File: src/rtl/ringaddr_pkg.sv
package ringaddr_pkg;
  typedef enum logic [1:0] {
    GEN_IDLE  = 2'd0,
    GEN_ARMED = 2'd1,
    GEN_RUN   = 2'd2,
    GEN_HALT  = 2'd3
  } gen_state_e;

  localparam int CTRL_OFS = 512;
  localparam int HIGH_OFS = 513;
  localparam int STOP_OFS = 514;

  localparam int BIT_START = 0;
  localparam int BIT_MULTI = 1;
  localparam int BIT_GWE   = 2;
  localparam int BIT_SAVE  = 3;
endpackage

File: src/rtl/ringaddr_regs.sv
module ringaddr_regs
  import ringaddr_pkg::*;
#(
  parameter int AW  = 11,
  parameter int RAW = 10,
  parameter int DW  = 16
) (
  input  logic           clk,
  input  logic           rst_n,
  input  logic           reg_wr,
  input  logic           reg_rd,
  input  logic [RAW-1:0] reg_addr,
  input  logic [DW-1:0]  reg_wdata,
  output logic [DW-1:0]  reg_rdata,
  input  logic [AW-1:0]  stop_addr,
  output logic           arm_pulse,
  output logic           en_multi,
  output logic           en_gwe,
  output logic           en_save
);
  localparam logic [RAW-1:0] A_CTRL = RAW'(CTRL_OFS);
  localparam logic [RAW-1:0] A_HIGH = RAW'(HIGH_OFS);
  localparam logic [RAW-1:0] A_STOP = RAW'(STOP_OFS);
  localparam int PADW = DW - AW;

  logic [AW-1:0] high_q;
  logic          wr_ctrl;
  logic [DW-1:0] rd_mux;

  assign wr_ctrl   = reg_wr && (reg_addr == A_CTRL);
  assign arm_pulse = wr_ctrl && reg_wdata[BIT_START];

  always_ff @(posedge clk) begin
    if (!rst_n) begin
      en_multi <= 1'b0;
      en_gwe   <= 1'b0;
      en_save  <= 1'b0;
      high_q   <= '1;
    end else begin
      if (wr_ctrl) begin
        en_multi <= reg_wdata[BIT_MULTI];
        en_gwe   <= reg_wdata[BIT_GWE];
        en_save  <= reg_wdata[BIT_SAVE];
      end
      if (reg_wr && reg_addr == A_HIGH) high_q <= reg_wdata[AW-1:0];
    end
  end

  always_comb begin
    rd_mux = '0;
    case (reg_addr)
      A_CTRL: begin
        rd_mux[BIT_MULTI] = en_multi;
        rd_mux[BIT_GWE]   = en_gwe;
        rd_mux[BIT_SAVE]  = en_save;
      end
      A_HIGH:  rd_mux = {{PADW{1'b0}}, high_q};
      A_STOP:  rd_mux = {{PADW{1'b0}}, stop_addr};
      default: rd_mux = '0;
    endcase
  end

  always_ff @(posedge clk) begin
    if (!rst_n) reg_rdata <= '0;
    else if (reg_rd) reg_rdata <= rd_mux;
  end

  assert_ctrl_hold_R3: assert property (@(posedge clk) disable iff (!rst_n)
    !wr_ctrl |=> $stable({en_multi, en_gwe, en_save}));
endmodule

File: src/rtl/ringaddr_seq.sv
module ringaddr_seq
  import ringaddr_pkg::*;
#(
  parameter int AW = 11
) (
  input  logic          clk,
  input  logic          rst_n,
  input  logic          arm_pulse,
  input  logic          en_multi,
  input  logic          en_gwe,
  input  logic          en_save,
  input  logic          turn_mark,
  input  logic          save_evt,
  output logic [AW-1:0] addr,
  output logic [AW-1:0] stop_addr,
  output logic          gwe
);
  localparam logic [AW-1:0] LAST = '1;

  gen_state_e state;
  logic       save_hit;
  logic       at_end;

  assign save_hit = save_evt && en_save;
  assign at_end   = (addr == LAST);
  assign gwe      = (state == GEN_RUN) && en_gwe;

  always_ff @(posedge clk) begin
    if (!rst_n) begin
      state     <= GEN_IDLE;
      addr      <= '0;
      stop_addr <= '0;
    end else if (arm_pulse) begin
      state <= GEN_ARMED;
      addr  <= '0;
    end else begin
      case (state)
        GEN_ARMED: if (turn_mark) begin
          state <= GEN_RUN;
          addr  <= '0;
        end
        GEN_RUN: begin
          if (save_hit || (at_end && !en_multi)) begin
            state     <= GEN_HALT;
            stop_addr <= addr;
          end else begin
            addr <= addr + AW'(1);
          end
        end
        default: ;
      endcase
    end
  end

  assert_start_zero_R4: assert property (@(posedge clk) disable iff (!rst_n)
    (state == GEN_ARMED && turn_mark && !arm_pulse) |=> (state == GEN_RUN && addr == '0));
  assert_step_R5: assert property (@(posedge clk) disable iff (!rst_n)
    (state == GEN_RUN && !arm_pulse && !save_hit && !at_end) |=> (addr == $past(addr) + AW'(1)));
  assert_wrap_R6: assert property (@(posedge clk) disable iff (!rst_n)
    (state == GEN_RUN && !arm_pulse && !save_hit && at_end && en_multi) |=> (state == GEN_RUN && addr == '0));
  assert_freeze_R9: assert property (@(posedge clk) disable iff (!rst_n)
    (state == GEN_RUN && !arm_pulse && save_hit) |=> (!gwe && stop_addr == $past(addr) && addr == $past(addr)));
  assert_halt_hold_R8: assert property (@(posedge clk) disable iff (!rst_n)
    (state == GEN_HALT && !arm_pulse) |=> ($stable(addr) && !gwe));
  assert_save_off_R10: assert property (@(posedge clk) disable iff (!rst_n)
    (state == GEN_RUN && !arm_pulse && save_evt && !en_save && !at_end) |=> state == GEN_RUN);
endmodule

File: src/rtl/ringaddr_gen.sv
module ringaddr_gen
  import ringaddr_pkg::*;
#(
  parameter int AW  = 11,
  parameter int RAW = 10,
  parameter int DW  = 16
) (
  input  logic           clk,
  input  logic           rst_n,
  input  logic           reg_wr,
  input  logic           reg_rd,
  input  logic [RAW-1:0] reg_addr,
  input  logic [DW-1:0]  reg_wdata,
  output logic [DW-1:0]  reg_rdata,
  input  logic           turn_mark,
  input  logic           save_evt,
  output logic [AW-1:0]  wr_addr,
  output logic           gwe
);
  logic          arm_pulse, en_multi, en_gwe, en_save;
  logic [AW-1:0] stop_addr;

  ringaddr_regs #(.AW(AW), .RAW(RAW), .DW(DW)) u_regs (
    .clk(clk), .rst_n(rst_n), .reg_wr(reg_wr), .reg_rd(reg_rd),
    .reg_addr(reg_addr), .reg_wdata(reg_wdata), .reg_rdata(reg_rdata),
    .stop_addr(stop_addr), .arm_pulse(arm_pulse), .en_multi(en_multi),
    .en_gwe(en_gwe), .en_save(en_save)
  );

  ringaddr_seq #(.AW(AW)) u_seq (
    .clk(clk), .rst_n(rst_n), .arm_pulse(arm_pulse), .en_multi(en_multi),
    .en_gwe(en_gwe), .en_save(en_save), .turn_mark(turn_mark),
    .save_evt(save_evt), .addr(wr_addr), .stop_addr(stop_addr), .gwe(gwe)
  );

  assert_arm_quiet_R4: assert property (@(posedge clk) disable iff (!rst_n)
    arm_pulse |=> (wr_addr == '0 && !gwe));
endmodule

File: config.mk
export PLATFORM = sky130hd
export DESIGN_NAME = ringaddr_gen
export DESIGN_NICKNAME = d
export VERILOG_FILES = /design/src/rtl/ringaddr_pkg.sv /design/src/rtl/ringaddr_regs.sv /design/src/rtl/ringaddr_seq.sv /design/src/rtl/ringaddr_gen.sv
export SDC_FILE = /design/constraint.sdc
export NUM_CORES = 1
export LEC_CHECK = 0
export ABC_AREA = 1
export CAP_MARGIN = 20
export CORE_AREA = 2 2 79 81
export DETAILED_ROUTE_END_ITERATION = 6
export DIE_AREA = 0 0 81 83
export GPL_ROUTABILITY_DRIVEN = 0
export PLACE_DENSITY_LB_ADDON = 0.05
export SLEW_MARGIN = 15
export SYNTH_ARGS = -nofsm -noshare
export SYNTH_HDL_FRONTEND = slang
export SYNTH_SLANG_ARGS = --single-unit
File: constraint.sdc
create_clock -name clk -period 2.7 [get_ports clk]
set_input_delay 0.54 -clock clk [delete_from_list [all_inputs] [get_ports clk]]
set_output_delay 0.54 -clock clk [all_outputs]
set_load 0.05 [all_outputs]
==> results of run 1 <==
==> placed cells by master (no fill, tap or decap), types with 6 or more instances in the layout <==
cell | Yosys | final
a21oi_1 | 17 | 17
buf_4 | 5 | 9
clkbuf_8 | 0 | 6
clkdlybuf4s50_1 | 0 | 49
dfxtp_1 | 49 | 49
inv_1 | 32 | 32
inv_2 | 6 | 6
nand2_1 | 83 | 83
nand3_1 | 68 | 68
nor2_1 | 44 | 44
o211ai_1 | 9 | 9
o21ai_0 | 13 | 13
==> layer usage <==
layer  vias to the layer above  track usage (%)  share of wire, %
met3                         7             4.89               5.2
met4                         0             5.55               1.1
met1                      1034             24.9                49
met2                        45             28.4                45
met5                         -                0                 0
li1                       1241                -                 -
==> kinds of logic (layout without fill, tap and decap cells) <==
| logic type | after synthesis | in the layout | share of synthesized area, % |
|---|---|---|---|
| simple gates | 207 | 207 | 38.0 |
| buf+inv | 58 | 104 | 10.3 |
| flops | 49 | 49 | 40.9 |
| compound gates | 41 | 41 | 10.1 |
| fa+ha+maj | 1 | 1 | 0.522 |
| other cells | 1 | 5 | 0.157 |
==> metrics by stage <==
step                      util [%]  worst slack, ns  std cells  area [µm²]  hold slack, ns
final                         52.9            0.311        482        3070           0.464
after global routing          52.9            0.172        482        3070           0.497
after floorplan                  -            0.685        361        2410           0.429
after global placement        50.9            0.432        474        2960           0.438
after CTS                     52.9            0.283        482        3070           0.465
after detailed placement      50.9            0.431        474        2960           0.443
==> flip-flops by register name, summed over array words and instances, names as in the netlist <==
register          flops
u_regs.high_q        11
u_regs.reg_rdata     11
u_seq.addr           11
u_seq.stop_addr      11
u_seq.state           2
u_regs.en_gwe         1
u_regs.en_multi       1
u_regs.en_save        1
==> power breakdown <==
part	internal [W]	leakage [nW]	switching [W]	total, W
logic	0.0000576	0.818	0.0000798	0.000137
clock network	0.000302	0.0585	0.000241	0.000543
registers	0.000728	0.396	0.00000297	0.000731
total	0.00109	1.27	0.000324	0.00141
==> path summary, 6_finish.rpt <==
check,startpoint,to,slack (ns),cells past startpoint
max,u_seq.state[0],gwe,0.31,4
min,u_regs.high_q[0],u_regs.high_q[0],0.46,2
max reg2reg,u_seq.addr[0],u_seq.stop_addr[8],0.77,10
min reg2reg,u_regs.high_q[0],u_regs.high_q[0],0.46,2
==> cell type report <==
class                   count  area, µm²
well taps                  75       93.8
inverters                  38        143
fillers                   594       2740
clock inverters             1       30.0
clock buffers               7       86.3
repair buffers             58        558
multi-input cells         254       1180
flip-flops and latches     49        981
==> worst min-delay path, stage by stage, from the launching register on <==
cell	delay (ns)
dfxtp_1	0.33
nand2_1	0.05
nand3_1	0.05
==> flow_summary_export.csv, run 1 <==
group,metric,value,unit
outcome,status,"finished, final reports clean",
pwr,finalPower,0.00141,W
worst_setup_path,setup.worst_path.start_class,"flip-flop",
worst_setup_path,crit_buf_inv,2,
floorplanning,row_count,28,
global_route,grt_max_degree,36,
clock_tree,cts.path.max_buffers,2,
worst_setup_path,arrival,1.85,ns
worst_setup_path,setup.worst_path.end_class,"output port",
yosys,yosysSeqAreaShare,40.9,%
sta,finalMaxSlewViolations,0,
pwr,vdd_drop_max,0.326,mV
floorplanning,die_h,83,µm
global_route,grt_pass1_vias,2181,
sta,skew,0.00599,ns
global_route,grt_antenna_before_repair,0,
yosys,synth-seq-cells,49,
clock_tree,cts_setup_buffers,0,
clock_tree,cts_tree,"yes",
sta,setup_viol,0,
yosys,synthArstFlopShare,0,%
route,post-route-drc-count,0,
yosys,netlist_top_cells_area,"dfxtp_1 (41%), nand3_1 (14%), nand2_1 (13%)",
sta,fin_tns_setup,0,ns
yosys,synth_top_area_share,40.9,%
floorplanning,dieArea,0.00672,mm²
floorplanning,die_w,81,µm
yosys,ys.flop_type,"dfxtp_1",
yosys,synth_common_cells,"nand2_1 (83), nand3_1 (68), dfxtp_1 (49)",
sta,layout_worst_path_cycle_share,88.5,%
clock_tree,ctsResizeCount,0,
worst_setup_path,path_delay_family,"buffers and inverters",
worst_setup_path,path_cells,"inv_2, nand2_1, nor2_1, clkdlybuf4s50_1",
route,wire_per_inst,11.6,µm
worst_setup_path,max_stage_delay,0.81,ns
clock_tree,cts_root_buf,"clkbuf_8",
clock_tree,cts_num_sinks,49,
yosys,synth_edf_count,0,
yosys,syn_inst,357,
route,drt-initial-drc-count,84,
route,vias,2327,
final_layout,drive_above_1_share,6.63,%
floorplanning,start_util,41.2,%
final_layout,areaGrowthSynthToFinish,28.3,%
floorplanning,num_io_pins,60,
yosys,yosysUniqueCellTypes,26,
yosys,yosysWarnings,0,
worst_setup_path,cp.required,2.16,ns
worst_hold_path,hold_path_class,"flip-flop to flip-flop",
final_layout,n_antenna_cell,0,
sta,slew_headroom,66.5,%
global_route,grtUsageTotal,18.4,%
worst_setup_path,cp_slowest_cell,"clkdlybuf4s50_1",
yosys,yosys.area.top_type,"dfxtp_1",
sta,worst_pin_slew,0.501,ns
floorplanning,core-area,0.00582,mm²
clock_tree,clkTransAtPathRegs,0.09,ns
worst_setup_path,critPathKind,"flip-flop to output port",
global_route,grt_pass1_wl,9.88,mm
clock_tree,htree_levels,2,
sta,final_hold_viol_count,0,
worst_setup_path,cp_max_fo,8,
yosys,netlist_area,0.00240,mm²
global_route,grt-ovfl-total,0,
route,via_per_inst,4.83,
placed_design,dp_hpwl,4.12,mm
pwr,p_leak,1.27,nW
sta,period_needed,2.39,ns
clock_tree,numCtsBuffers,5,
pwr,power_density,459,mW/mm²
placed_design,port_buffers,49,
yosys,synthMostInstantiatedCell,"nand2_1",
yosys,avgSynthCellArea,6.71,µm²
route,drt_wl_total,5.61,mm
route,drtAntennaViolNets,0,
final_layout,finalNetCount,439,
flow_run,drv_cap,0,
sta,rsz0062_at_grt,"no",
route,dr.pass1.iters,4,
clock_tree,clk_latency,0.30,ns
clock_tree,cts_hold_buf,0,
sta,fmax,0.419,GHz
Note: power is estimated with default switching activity, not from simulation.
==> run 2, diff against run 1 <==
Settings changed: CTS_CLUSTER_DIAMETER set to 100.
==> results of run 2 <==
No change in the layout: final DEF, timing and power equal those of run 1.
==> run 3, diff against run 2 <==
Settings changed: TNS_END_PERCENT set to 1.
==> results of run 3 <==
No change in the layout: final DEF, timing and power equal those of run 1.
